==> src/rtl/ipa_pkg.sv <==
package ipa_pkg;

  localparam logic [3:0] OP_SIMPLE = 4'd0;
  localparam logic [3:0] OP_LOAD   = 4'd1;
  localparam logic [3:0] OP_STORE  = 4'd2;
  localparam logic [3:0] OP_BRANCH = 4'd3;
  localparam logic [3:0] OP_FLOAT  = 4'd4;
  localparam logic [3:0] OP_CALL   = 4'd5;
  localparam logic [3:0] OP_MULH   = 4'd6;
  localparam logic [3:0] OP_MULW   = 4'd7;
  localparam logic [3:0] OP_DIV    = 4'd8;
  localparam logic [3:0] OP_MULTI  = 4'd9;

  localparam logic [2:0] PIPE_NONE = 3'd0;
  localparam logic [2:0] PIPE_R    = 3'd1;
  localparam logic [2:0] PIPE_S    = 3'd2;
  localparam logic [2:0] PIPE_T    = 3'd3;
  localparam logic [2:0] PIPE_ALL  = 3'd4;

  // Resources already taken by earlier slots of the current group
  typedef struct packed {
    logic r;
    logic s;
    logic t;
    logic fp;
    logic ld;
    logic st;
    logic stop;
  } grp_t;

endpackage

==> src/rtl/ipa_slot.sv <==
module ipa_slot
  import ipa_pkg::*;
#(
  parameter int CNT_W     = 4,
  parameter int LEN_CALL  = 5,
  parameter int LEN_MULH  = 2,
  parameter int LEN_MULW  = 4,
  parameter int LEN_DIV   = 10,
  parameter int LEN_MULTI = 10
) (
  input  grp_t             grp_i,
  input  logic             vld_i,
  input  logic [3:0]       cls_i,
  input  logic             busy_i,
  output logic             acc_o,
  output logic [2:0]       pipe_o,
  output grp_t             grp_o,
  output logic [CNT_W-1:0] hold_o
);

  logic empty;
  logic ok;
  logic [2:0] pick;
  logic [CNT_W-1:0] len_m1;

  assign empty = !(grp_i.r || grp_i.s || grp_i.t);

  always_comb begin
    ok     = 1'b0;
    pick   = PIPE_NONE;
    len_m1 = '0;
    case (cls_i)
      OP_SIMPLE, OP_LOAD, OP_STORE: begin
        ok   = !grp_i.t && !grp_i.fp &&
               !(cls_i == OP_LOAD && grp_i.st) &&
               !(cls_i == OP_STORE && grp_i.ld);
        pick = grp_i.s ? PIPE_T : PIPE_S;
      end
      OP_BRANCH: begin
        ok   = empty;
        pick = PIPE_R;
      end
      OP_FLOAT: begin
        ok   = empty;
        pick = PIPE_T;
      end
      OP_CALL:  begin ok = empty; pick = PIPE_ALL; len_m1 = CNT_W'(LEN_CALL - 1);  end
      OP_MULH:  begin ok = empty; pick = PIPE_ALL; len_m1 = CNT_W'(LEN_MULH - 1);  end
      OP_MULW:  begin ok = empty; pick = PIPE_ALL; len_m1 = CNT_W'(LEN_MULW - 1);  end
      OP_DIV:   begin ok = empty; pick = PIPE_ALL; len_m1 = CNT_W'(LEN_DIV - 1);   end
      OP_MULTI: begin ok = empty; pick = PIPE_ALL; len_m1 = CNT_W'(LEN_MULTI - 1); end
      default:  ok = 1'b0;
    endcase
  end

  always_comb begin
    acc_o  = vld_i && !grp_i.stop && !busy_i && ok;
    pipe_o = acc_o ? pick : PIPE_NONE;
    hold_o = acc_o ? len_m1 : '0;
    grp_o  = grp_i;
    if (vld_i && !acc_o) grp_o.stop = 1'b1;
    if (acc_o) begin
      case (pick)
        PIPE_R: grp_o.r = 1'b1;
        PIPE_S: grp_o.s = 1'b1;
        PIPE_T: grp_o.t = 1'b1;
        PIPE_ALL: begin
          grp_o.r    = 1'b1;
          grp_o.s    = 1'b1;
          grp_o.t    = 1'b1;
          grp_o.stop = 1'b1;
        end
        default: ;
      endcase
      if (cls_i == OP_FLOAT) grp_o.fp = 1'b1;
      if (cls_i == OP_LOAD)  grp_o.ld = 1'b1;
      if (cls_i == OP_STORE) grp_o.st = 1'b1;
    end
  end

endmodule

==> src/rtl/ipa_hold.sv <==
module ipa_hold #(
  parameter int CNT_W = 4
) (
  input  logic             clk,
  input  logic             rst_n,
  input  logic [CNT_W-1:0] load_i,
  output logic             busy_o
);

  logic [CNT_W-1:0] cnt_q;
  logic [CNT_W-1:0] cnt_d;
  logic             cnt_en;

  always_comb begin
    cnt_en = (cnt_q != '0) || (load_i != '0);
    cnt_d  = (cnt_q != '0) ? cnt_q - 1'b1 : load_i;
  end

  always_ff @(posedge clk or negedge rst_n) begin
    if (!rst_n)      cnt_q <= '0;
    else if (cnt_en) cnt_q <= cnt_d;
  end

  assign busy_o = (cnt_q != '0);

endmodule

==> src/rtl/ipa_alloc.sv <==
module ipa_alloc
  import ipa_pkg::*;
#(
  parameter int NSLOT     = 3,
  parameter int LEN_CALL  = 5,
  parameter int LEN_MULH  = 2,
  parameter int LEN_MULW  = 4,
  parameter int LEN_DIV   = 10,
  parameter int LEN_MULTI = 10
) (
  input  logic                 clk,
  input  logic                 rst_n,
  input  logic [NSLOT-1:0]     slot_vld,
  input  logic [4*NSLOT-1:0]   slot_cls,
  output logic [NSLOT-1:0]     slot_acc,
  output logic [3*NSLOT-1:0]   slot_pipe
);

  localparam int MAXLEN = (LEN_DIV > LEN_MULTI) ? LEN_DIV : LEN_MULTI;
  localparam int CNT_W  = $clog2(MAXLEN + 1);

  grp_t             grp [NSLOT+1];
  logic [CNT_W-1:0] hold [NSLOT];
  logic [CNT_W-1:0] load;
  logic             busy;

  assign grp[0] = '0;

  for (genvar i = 0; i < NSLOT; i++) begin : g_slot
    ipa_slot #(
      .CNT_W(CNT_W), .LEN_CALL(LEN_CALL), .LEN_MULH(LEN_MULH),
      .LEN_MULW(LEN_MULW), .LEN_DIV(LEN_DIV), .LEN_MULTI(LEN_MULTI)
    ) u_slot (
      .grp_i  (grp[i]),
      .vld_i  (slot_vld[i]),
      .cls_i  (slot_cls[4*i +: 4]),
      .busy_i (busy),
      .acc_o  (slot_acc[i]),
      .pipe_o (slot_pipe[3*i +: 3]),
      .grp_o  (grp[i+1]),
      .hold_o (hold[i])
    );
  end

  always_comb begin
    load = '0;
    for (int i = 0; i < NSLOT; i++) load = load | hold[i];
  end

  ipa_hold #(.CNT_W(CNT_W)) u_hold (
    .clk    (clk),
    .rst_n  (rst_n),
    .load_i (load),
    .busy_o (busy)
  );

endmodule

==> config.mk <==
export PLATFORM = sky130hd
export DESIGN_NAME = ipa_alloc
export DESIGN_NICKNAME = d
export VERILOG_FILES = /design/src/rtl/ipa_pkg.sv /design/src/rtl/ipa_slot.sv /design/src/rtl/ipa_hold.sv /design/src/rtl/ipa_alloc.sv
export SDC_FILE = /design/constraint.sdc
export NUM_CORES = 1
export LEC_CHECK = 0
export ABC_AREA = 0
export BUFFER_PORTS_ARGS = -buffer_cell sky130_fd_sc_hd__buf_2
export CAP_MARGIN = 20
export CORE_UTILIZATION = 50
export CTS_CLUSTER_DIAMETER = 30
export DETAILED_ROUTE_END_ITERATION = 10
export MAX_ROUTING_LAYER = met4
export PLACE_DENSITY = 0.78
export REMOVE_ABC_BUFFERS = 1
export SLEW_MARGIN = 5
export SYNTH_ARGS = -nofsm -noshare
export SYNTH_HDL_FRONTEND = slang
export SYNTH_SLANG_ARGS = --single-unit
==> constraint.sdc <==
create_clock -name clk -period 3.1 [get_ports clk]
set_input_delay 0.465 -clock clk [delete_from_list [all_inputs] [get_ports clk]]
set_output_delay 0.465 -clock clk [all_outputs]
set_load 0.01 [all_outputs]
# == After elaboration in Yosys (flattened, before gate mapping) ==
# Cells that the tools add are included.
# W data, S select, Z words.
# word_totals
register_bits,4
elab_cells,138
in_bits,17
out_inout_bits,12
# classes
eq_ne,35
n_mux,36
addsub,1
n_reduce_logical,63
bitwise,2
# ops
op,n
$eq A4 B3 Y1 const B,12
$pmux W4 S4,3
$pmux W3 S4,3
$eq A4 B2 Y1 const B,6
$eq A4 B4 Y1 const B,6
$logic_and A1 B1 Y1,20
$mux W1,19
$reduce_or A2 Y1,9
$mux W4,4
$logic_not A1 Y1,15
$reduce_or A5 Y1,3
$mux W7,2
$reduce_or A7 Y1,2
$eq A3 B2 Y1 const B,4
$eq A4 B1 Y1 const B,3
$logic_not A4 Y1,3
$reduce_or A10 Y1,1
$mux W3,3
$reduce_or A3 Y1,3
$or A4 B4 Y4,2
$reduce_bool A4 Y1,2
$eq A3 B1 Y1 const B,2
$eq A3 B3 Y1 const B,2
$logic_or A1 B1 Y1,5
2 further kinds,3

# == Logic depth before layout (Yosys ltp) ==
# Gate-level depths: netlist of the first run.
# depth
word_depth,30
mapped_depth,10
ltp_nobuf,9

# == Cells and area by module ==
# A second synthesis of the first run with hierarchy kept.
# hier_totals
hier_cells,195
area_unflattened_um2,1361.3
# modules_own_cells
mod,cells_each,seq_area_each_um2,instances,area_per_inst_um2
ipa_slot,56,0.0,3,371.6
ipa_hold,22,100.1,1,217.7
ipa_alloc,5,0.0,1,28.8

# == Least setup slack after synthesis of the first run ==
# OpenSTA, ideal clock, no wires.
# synth_timing
kind,reg-to-output
start,reg u_hold.cnt_q[0]
end,out slot_acc[2]
setup_slack_ns,0.247
path_stages_with_launch,11
path_buffers,2
t_required_ns,2.635
t_arrival_ns,2.388
path_cell_list,dfrtp_1 > inv_1 > ha_1 > nor3b_1 > nand2_1 > or4b_1 > buf_2 > o31a_1 > o21ai_4 > inv_1 > buf_4
# synth_between
elab_chain_cells,22
elab_cells_between_ends,63
cone_classes,4 x eq/ne; 16 x mux; 43 x reduce/logical
# synth_lines
item,line,rtl
"start, declared",ipa_hold.sv:10,logic [CNT_W-1:0] cnt_q;
"start signal, assigned",ipa_hold.sv:21,else if (cnt_en) cnt_q <= cnt_d;
$reduce_bool A4 Y1 *,ipa_hold.sv:24,assign busy_o = (cnt_q != '0);
$logic_not A1 Y1 *,ipa_slot.sv:57,acc_o = vld_i && !grp_i.stop && !busy_i && ok;
"parallel branches: the longest is 19 deep, another holds $mux W7",-,
$logic_and A1 B1 Y1 *,ipa_slot.sv:57,
"end, declared",ipa_alloc.sv:15,"output logic [NSLOT-1:0] slot_acc,"
# Mark *: on every way between the ends.

# == Final worst setup path of the first run ==
# layout_timing
start,reg u_hold.cnt_q[1]
end,out slot_pipe[7]
# layout_between
elab_chain_cells,23
elab_cells_between_ends,64
cone_classes,4 x eq/ne; 17 x mux; 43 x reduce/logical
# layout_lines
item,line,rtl
$reduce_bool A4 Y1 *,ipa_hold.sv:24,
$logic_not A1 Y1 *,ipa_slot.sv:57,
"parallel branches: the longest is 19 deep, another holds $mux W7",-,
$logic_and A1 B1 Y1 *,ipa_slot.sv:57,
$mux W3 *,ipa_slot.sv:58,pipe_o = acc_o ? pick : PIPE_NONE;
"end, declared",ipa_alloc.sv:16,output logic [3*NSLOT-1:0] slot_pipe
# Marks and branches as above.

==> run metrics, run 1 <==
Mapped Avg Cell Area around 6.7 µm²; Worst EP required 2.63 ns; via/cell ratio 6.22; TritonCTS buffer count 3; CTS Hold Bufs 0; Starting DRT DRC Count 32; I/O Buffers 28; Int Pwr around 250 µW; peak ir drop on the vdd network 0.000215 V; initial core utilization 0.541; Mapped Cells 143; first-pass iteration count of the detailed router 4; Cell Chain, Critical Path inv_1 -> ha_2 -> nor3b_4 -> nand2_1 -> or4b_4 -> o31a_1 -> o21ai_4 -> nor3_1 -> buf_2; Final Max Slew Viols 0; nets about 190; Worst Setup Path Type flop to primary output; H-tree levels 1; clock sinks 4; clk_skew 0.00672 ns; Switching Share 0.448; largest net degree at the start of global routing 15; RD Place Congestion 0.898; Highest Clock Rate 333 MHz; Cell Area, Synth ~950 µm²; die area 2090 µm²; Yosys Warn Count 0; Skew-Pair Late Insertion Delay 0.24 ns; layout cells sized above 1 0.262; max-cap violations 0; Area contributors post-synth dfrtp_1, a21oi_1, nor2_1; post-synth top area share 0.105; Slew @ Worst Pin roughly 0.45 ns; headroom to the max-slew limit 0.697; Startpoint Class flop; via count of the first global-routing pass around 1000; grt ovf 0; GRT Total Usage 0.284; Final ANT Viol Nets 0; R2R setup slack 0.37 ns; crit share post-route 0.968; Worst Setup SP u_hold.cnt_q[1]$_DFFE_PN0P_; Seq cells post-synth 4; area grow syn2layout 18.1%; Post-synth ARST share 1.00; switching power total ~200 µW; maximum fanout along the worst path 5; register share of total power 0.263; Max stage delay cell, worst path or4b_4; Root Buffer clkbuf_4; minimum clock period 3.00 ns; outcome finished clean; utilization after layout 0.639; total core area 1760 µm²; Worst-path clk slew roughly 0.040 ns; CTS tree built; setup TNS 0 ns; Logic pwr share 0.588; critical path endpoint slot_pipe[7]; initial antenna violation count 0; final wirelength approximately 2600 µm; largest area contributor in the synthesized netlist dfrtp_1; post-CTS setup buffers 0; CP peak stage delay 0.52 ns; worst-case clock buffer depth 2; Worst R2R Path Depth 10; Crit Reg-Reg Endpoint u_hold.cnt_q[1]$_DFFE_PN0P_; largest reg by FF count u_hold.cnt_q; Std-Cell Rows 15; Clk pwr share 0.149; max reg flops 4; vias 1175; RSZ-0062 raised after global routing no; Fillers 160; Post-route DRC 0; Crit. End Element primary output; Chip Height 45.7 µm; EDFF count, synth 0; chip width 45.7 µm; WP data arrival 2.53 ns; Leak 0.491 nW; Yosys cell types between 40 and 50; sequential area share after synthesis 0.105; final setup violation count 0; first-pass GRT wire length roughly 4300 µm; Hold Crit Class input pin to asynchronous set/reset pin; biggest regs u_hold.cnt_q x4; Top FF cell, synth dfrtp_1; IO Pins 29; final hold vios 0; pwr/cell area 402 nW/µm²; wire per inst 13.5 µm; reg-to-reg critical path startpoint u_hold.cnt_q[1]$_DFFE_PN0P_; DP Wirelength ~2000 µm; # diodes 0
cells in the mapped netlist, types with 2 or more instances:
cell / count
a21oi_1: 14
nor2_1: 13
nand2_1: 12
o21ai_0: 9
nor3_1: 8
clkbuf_1: 7
inv_1: 7
nor2b_1: 5
nor3b_1: 5
o21a_1: 5
buf_2: 4
dfrtp_1: 4
nand2b_1: 4
a41oi_1: 3
buf_4: 3
nor4_1: 3
a211oi_1: 2
a31oi_1: 2
and3b_1: 2
ha_1: 2
nand4_1: 2
nor4bb_1: 2
o211ai_1: 2
o311ai_0: 2
o31ai_1: 2
o41a_1: 2
layer usage:
metal,global-route usage,vias to the layer above,part of all wire
met2,0.466,48,0.48
li1,-,585,-
met1,0.339,531,0.43
met4,0.147,0,0.035
met3,0.0317,11,0.057
met5,-,-,0
worst max-delay path, delay by kind of cell, from the launching register on:
kind                       cells  cell delay (ns)
AOI/OAI and AO/OA              2             0.51
DFF                            1             0.39
and+or+nand+nor                4             0.95
buffers and inverters          2             0.24
adders and majority gates      1             0.21
layout make-up:
cell class	instances	area, µm²	share of cell area
sequential	4	100	0.0888
timing repair buffer	32	170	0.151
multi-input combinational	118	777	0.689
inverter	7	26.3	0.0233
clock buffer	3	22.5	0.0200
tap	25	31.3	0.0277
worst min-delay path by stage:
stage	startpoint	to	slack, ns	cells after the start
finish	rst_n	u_hold.cnt_q[2]$_DFFE_PN0P_	0.02	1
global route	rst_n	u_hold.cnt_q[2]$_DFFE_PN0P_	0.01	1
CTS	rst_n	u_hold.cnt_q[2]$_DFFE_PN0P_	0.02	1
detailed placement	rst_n	u_hold.cnt_q[2]$_DFFE_PN0P_	0.27	1
global placement	rst_n	u_hold.cnt_q[3]$_DFFE_PN0P_	0.27	1
floorplan	rst_n	u_hold.cnt_q[0]$_DFFE_PN0P_	0.17	0
power by group through the flow:
stage | sequential (mW) | clock [mW] | combinational [mW]
after floorplan | 0.101 | 0 | 0.175
after global placement | 0.110 | 0 | 0.243
after detailed placement | 0.112 | 0 | 0.251
after CTS | 0.113 | 0.0686 | 0.254
after global routing | 0.123 | 0.0763 | 0.297
final | 0.119 | 0.0672 | 0.266
per-stage QoR:
| step | power (mW) | hold WS [ns] | instances | worst slack (ns) | instance area [µm²] |
|---|---|---|---|---|---|
| after floorplan | 0.276 | 0.169 | 129 | 0.286 | 886 |
| after global placement | 0.353 | 0.270 | 186 | 0.254 | 1090 |
| after detailed placement | 0.363 | 0.273 | 186 | 0.183 | 1090 |
| after CTS | 0.437 | 0.0151 | 189 | 0.0257 | 1110 |
| after global routing | 0.496 | 0.0105 | 189 | 0.0138 | 1130 |
| final | 0.453 | 0.0156 | 189 | 0.100 | 1130 |
cells by family after synthesis:
group,count (synthesis),share of synthesized area
flip-flops,4,0.105
AO/OA/AOI/OAI,52,0.391
AND/OR/NAND/NOR,63,0.368
adder cells (fa/ha/maj),3,0.0367
buffers and inverters,21,0.0996
layout by cell type (no fill, tap or decap), drive strengths merged, types with 3 or more instances in the layout:
cell type  instances
nor2b              5
clkbuf             3
nor3b              5
nor4               3
nand2b             4
dfrtp              4
nor2              13
a41oi              3
a21oi             14
nor3               8
o21a               5
buf               32
inv                7
o21ai             10
nand2             12
timing repair:
| item | CTS | global route |
|---|---|---|
| resized for setup | 1 | 5 |
| pin swaps | 0 | 0 |
| endpoints found under the setup margin | 4 | 4 |
Note: power is estimated with default switching activity, not from simulation.
==> run 2, diff against run 1 <==
==> constraint.sdc (replaced) <==
create_clock -name clk -period 3.5 [get_ports clk]
set_input_delay 0.525 -clock clk [delete_from_list [all_inputs] [get_ports clk]]
set_output_delay 0.525 -clock clk [all_outputs]
set_load 0.01 [all_outputs]
==> run 2 against run 1 <==
  * Register-to-register slack better by 0.27 ns
  * Die area is the same
  * Flip-flop and latch count is the same
  * Design area shrank 2.6%
  * Power shrank 15%
  * Critical endpoint unchanged
  * Critical path type unchanged
  * Non-clock buffer count shrank 2
  * First-iteration DRC count fell by 25%
  * Combinational power is 14% lower
  * Cell count shrank 1.1%
  * Via count down 0.68%
  * Sequential power down 18%
==> run metrics, run 2 (same netlist as run 1, synthesis figures left out) <==
outcome finished clean; Skew-Pair Late Insertion Delay 0.24 ns (about the same); Hold Crit Class input pin to asynchronous set/reset pin; initial core utilization 0.541 (unchanged); critical path endpoint slot_pipe[7]; WP data arrival 2.79 ns (+0.26 ns); area grow syn2layout 15.1%; headroom to the max-slew limit 0.701 (+0.00425); CP peak stage delay 0.58 ns (+0.06 ns); Clk pwr share 0.150 (about the same); Cell Chain, Critical Path inv_1 -> ha_1 -> nor3b_1 -> nand2_1 -> or4b_4 -> o31a_1 -> o21ai_4 -> nor3_1 -> buf_2; GRT Total Usage 0.279 (-0.00515); vias 1167 (-0.68%); initial antenna violation count 0 (unchanged); CTS Hold Bufs 0 (unchanged); clk_skew 0.00867 ns (+0.00195 ns); CTS tree built; Final Max Slew Viols 0 (unchanged); first-pass iteration count of the detailed router 4 (unchanged); Slew @ Worst Pin 0.444 ns (-0.00631 ns); minimum clock period 3.32 ns; register share of total power 0.255 (-0.008); R2R setup slack 0.64 ns (+0.27 ns); wire per inst 14.0 µm (+3.4%); Switching Share 0.448 (about the same); biggest regs u_hold.cnt_q x4; switching power total 172 µW (-15%); Starting DRT DRC Count 24 (-25%); max reg flops 4 (unchanged); Post-route DRC 0 (unchanged); Max stage delay cell, worst path or4b_4; pwr/cell area 350 nW/µm² (-13%); Fillers 180 (+13%); final wirelength 2620 µm (+2.3%); chip width 45.7 µm (unchanged); largest reg by FF count u_hold.cnt_q; Largest delay share family, worst path simple AND/OR/NAND/NOR gates; RD Place Congestion 0.903 (+0.58%); Logic pwr share 0.595 (+0.007); grt ovf 0 (unchanged); via count of the first global-routing pass 974 (-7.1%); max-cap violations 0 (unchanged); Crit Reg-Reg Endpoint u_hold.cnt_q[1]$_DFFE_PN0P_; most common cell after layout, fill and taps aside buf_2; final hold vios 0 (unchanged); Design Area, Final 1100 µm² (-2.6%); Highest Clock Rate 302 MHz; setup TNS 0 ns (unchanged); # diodes 0 (unchanged); TritonCTS buffer count 3 (unchanged); worst-case clock buffer depth 2 (unchanged); clock sinks 4 (unchanged); largest net degree at the start of global routing 15 (unchanged); Cell Area, Placed 1070 µm² (-1.4%); maximum fanout along the worst path 9 (+4); Chip Height 45.7 µm (unchanged); layout cells sized above 1 0.235 (-0.0276); reg-to-reg critical path startpoint u_hold.cnt_q[0]$_DFFE_PN0P_; Int Pwr 212 µW (-15%); Tot Pwr 385 µW (-15%); Startpoint Class flop; RSZ-0062 raised after global routing no; final setup violation count 0 (unchanged); IO Pins 29 (unchanged); Worst Setup SP u_hold.cnt_q[0]$_DFFE_PN0P_; Worst-path clk slew 0.04 ns (about the same); most frequent cells in the layout buf_2, a21oi_1, nor2_1; first-pass GRT wire length 4270 µm (-0.63%); die area 2090 µm² (unchanged); crit share post-route 0.947; Final ANT Viol Nets 0 (unchanged); Leak 0.480 nW (-2.2%); total core area 1760 µm² (unchanged); via/cell ratio 6.24 (+0.38%); Worst R2R Path Depth 9 (-1); I/O Buffers 28 (unchanged); utilization after layout 0.623 (-0.0163); H-tree levels 1 (unchanged); Std-Cell Rows 15 (unchanged); nets 183 (-1.1%); peak ir drop on the vdd network 0.000162 V (-24%); Worst Setup Path Type flop to primary output; DP Wirelength 1960 µm (-0.72%); CP Buf/Inv Count 2 (unchanged); CP Depth 9 (unchanged); Worst EP required 2.97 ns (+0.34 ns); Root Buffer clkbuf_4; Crit. End Element primary output
run 2: changes by cell type in the layout (fill, tap and decap cells not counted), sizes merged:
cell and delta:
buf -2
run 2: worst min-delay path by stage:
stage                     slack [ns]  cells past startpoint  startpoint                     endpoint
after floorplan                 0.23                      0       rst_n  u_hold.cnt_q[0]$_DFFE_PN0P_
final                           0.08                      1       rst_n  u_hold.cnt_q[2]$_DFFE_PN0P_
after CTS                       0.08                      1       rst_n  u_hold.cnt_q[2]$_DFFE_PN0P_
after detailed placement        0.33                      1       rst_n  u_hold.cnt_q[2]$_DFFE_PN0P_
after global placement          0.33                      1       rst_n  u_hold.cnt_q[2]$_DFFE_PN0P_
after global routing            0.07                      1       rst_n  u_hold.cnt_q[2]$_DFFE_PN0P_
run 2: layout make-up:
cell class | count | area [µm²] | area share
multi-input combinational | 118 | 763 | 0.695
timing repair buffer | 30 | 155 | 0.141
sequential | 4 | 100 | 0.0911
tap | 25 | 31.3 | 0.0285
inverter | 7 | 26.3 | 0.0239
clock buffer | 3 | 22.5 | 0.0205
run 2: stage by stage:
stage          hold slack (ns)  instances  setup slack, ns
3_3_place_gp             0.328        184            0.354
3_5_place_dp             0.329        184            0.305
6_report                0.0775        187            0.185
2_1_floorplan            0.229        129            0.626
5_1_grt                 0.0734        187         0.000397
4_1_cts                 0.0750        187           0.0919
run 2: metal layers:
metal / vias to the layer above / share of wire / global-route usage
met2: 42 / 0.48 / 0.434
met5: - / 0 / -
met1: 535 / 0.46 / 0.358
met4: 0 / 0.016 / 0.112
met3: 6 / 0.042 / 0.0437
li1: 584 / - / -
run 2: timing repair:
item | CTS | global route
buffers inserted | 0 | 0
endpoints found under the setup margin | 0 | 4
gates resized for setup | 0 | 2
run 2: power groups by stage:
stage / clock, mW / combinational (mW) / sequential (mW)
floorplan: 0 / 0.155 / 0.0898
CTS: 0.0593 / 0.228 / 0.0972
finish: 0.0577 / 0.229 / 0.0979
detailed placement: 0 / 0.226 / 0.0976
global placement: 0 / 0.216 / 0.0963
global route: 0.0626 / 0.256 / 0.101
==> run 3, diff against run 2 <==
--- a/config.mk
+++ b/config.mk
@@ -12,7 +12,7 @@
 export CTS_CLUSTER_DIAMETER = 30
 export DETAILED_ROUTE_END_ITERATION = 10
 export MAX_ROUTING_LAYER = met4
-export PLACE_DENSITY = 0.78
+export PLACE_DENSITY = 0.8
 export REMOVE_ABC_BUFFERS = 1
 export SLEW_MARGIN = 5
 export SYNTH_ARGS = -nofsm -noshare
==> run 3 against run 2 <==
  * Flip-flop and latch count unchanged
  * Power decreased by 0.61%
  * Critical endpoint unchanged
  * Hold slack better by 0.011 ns
  * Largest cell class unchanged
==> run metrics, run 3 (same netlist as run 1, synthesis figures left out) <==
outcome finished clean; GR peak layer met2; DP Cell Count 183 (-0.54%); final hold vios 0 (unchanged); worst hold margin 0.0887 ns (+0.0113 ns); clk_skew 0.00425 ns (-0.00442 ns); Final Max Slew Viols 0 (unchanged); Design Area, Final 1100 µm² (-0.23%); headroom to the max-slew limit 0.689 (-0.0119); CP peak stage delay 0.57 ns (about the same); Final ANT Viol Nets 0 (unchanged); most common cell after layout, fill and taps aside buf_2; H-tree levels 1 (unchanged); worst-case clock buffer depth 2 (unchanged); met3 Usage GRT 0.0159 (-0.0278); vias 1157 (-0.86%); CTS tree built; layout cells sized above 1 0.236 (+0.00146); Slew @ Worst Pin 0.462 ns (+0.0176 ns); pwr/cell area 349 nW/µm² (-0.38%); Post-route DRC 0 (unchanged); TritonCTS buffer count 3 (unchanged); Crit. End Element primary output; Max stage delay cell, worst path or4b_4; WP data arrival 2.68 ns (-0.11 ns); Highest Clock Rate 312 MHz (+3.4%); GRT Total Usage 0.275 (-0.00419); most frequent cells in the layout buf_2, a21oi_1, nor2_1; Worst Setup Path Type flop to primary output; DP Wirelength 2000 µm (+1.8%); Hold Crit Class input pin to asynchronous set/reset pin; wire per inst 13.9 µm (-1.0%); largest reg by FF count u_hold.cnt_q; RSZ-0062 raised after global routing no; I/O Buffers 28 (unchanged); maximum fanout along the worst path 9 (unchanged); Leak 0.476 nW (-0.78%); final non-filler cell total 186 (-0.53%); nets 182 (-0.55%); peak ir drop on the vdd network 0.000196 V (+21%); max-cap violations 0 (unchanged); initial core utilization 0.541 (unchanged); Cell Chain, Critical Path inv_1 -> ha_1 -> nor3b_2 -> nand2_1 -> or4b_4 -> o31a_1 -> o21ai_4 -> nor3_1 -> buf_2; met1 Track Usage GR 0.341 (-0.0166); final setup violation count 0 (unchanged); IO Pins 29 (unchanged); Std-Cell Rows 15 (unchanged); # diodes 0 (unchanged); final wirelength 2580 µm (-1.6%); RD Place Congestion 0.858 (-5.0%); crit share post-route 0.916 (-0.0311); chip width 45.7 µm (unchanged); grt ovf 0 (unchanged); Worst EP required 2.97 ns (about the same); Starting DRT DRC Count 45 (+88%); via count of the first global-routing pass 1038 (+6.6%); largest net degree at the start of global routing 17 (+2); biggest regs u_hold.cnt_q x4; clock sinks 4 (unchanged); via/cell ratio 6.22 (-0.32%); die area 2090 µm² (unchanged); area grow syn2layout 14.8%; Worst-path clk slew 0.04 ns (about the same); setup TNS 0 ns (unchanged); initial antenna violation count 0 (unchanged); Cell Area, Placed 1060 µm² (-0.70%); minimum clock period 3.21 ns (-0.109 ns); met2 Use GR 0.471 (+0.0371); first-pass iteration count of the detailed router 4 (unchanged); Chip Height 45.7 µm (unchanged); Root Buffer clkbuf_4; Skew-Pair Late Insertion Delay 0.23 ns (about the same); total core area 1760 µm² (unchanged); first-pass GRT wire length 4230 µm (-0.98%); max reg flops 4 (unchanged); Startpoint Class flop
## run 3: final cells by class
type,count,area [µm²]
Fill cell,177,668
Sequential cell,4,100
Inverter,7,26.3
Timing Repair Buffer,29,148
Tap cell,25,31.3
Multi-Input combinational cell,118,768
Clock buffer,3,22.5
## run 3: repair_timing
item,in CTS,in global routing
resized for setup,0,2
buffers inserted,0,0
hold buffers,0,0
endpoints found under the setup margin,0,4
## run 3: report_power, final
part / internal (mW) / total (mW) / switching, mW / leakage [nW]
Clock: 0.0383 / 0.0556 / 0.0173 / 0.0138
Combinational: 0.102 / 0.226 / 0.124 / 0.416
Sequential: 0.0720 / 0.100 / 0.0283 / 0.0467
## run 3: stage by stage
| stage | setup slack, ns | power, mW | utilization |
|---|---|---|---|
| floorplan | 0.626 | 0.245 | - |
| CTS | 0.109 | 0.379 | 0.616 |
| detailed placement | 0.298 | 0.323 | 0.604 |
| finish | 0.294 | 0.382 | 0.621 |
| global route | 0.109 | 0.419 | 0.621 |
| global placement | 0.358 | 0.309 | 0.604 |
## run 3: layer usage
layer  wire length [µm]  vias to the layer above
li1                   -                      572
met1               1130                      534
met2               1280                       45
met3                134                        6
met4                 32                        0
met5                  0                        -
## run 3: worst paths after layout
check,startpoint,endpoint,slack [ns],cells past startpoint
hold reg to reg,u_hold.cnt_q[0]$_DFFE_PN0P_,u_hold.cnt_q[3]$_DFFE_PN0P_,0.57,2
max in group asynchronous,rst_n,u_hold.cnt_q[2]$_DFFE_PN0P_,3.29,1
hold / removal,rst_n,u_hold.cnt_q[3]$_DFFE_PN0P_,0.09,1
min in group clk,u_hold.cnt_q[0]$_DFFE_PN0P_,u_hold.cnt_q[3]$_DFFE_PN0P_,0.57,2
setup reg to reg,u_hold.cnt_q[0]$_DFFE_PN0P_,u_hold.cnt_q[1]$_DFFE_PN0P_,0.74,9
setup / recovery,u_hold.cnt_q[0]$_DFFE_PN0P_,slot_pipe[7],0.29,9
## run 3: worst max-delay path: cells and delay by family, from the launching register on
kind,cells,cell delay [ns]
AOI/OAI and AO/OA,2,0.57
adders and majority gates,1,0.22
buffers and inverters,2,0.29
DFF,1,0.37
and+or+nand+nor,4,1.01
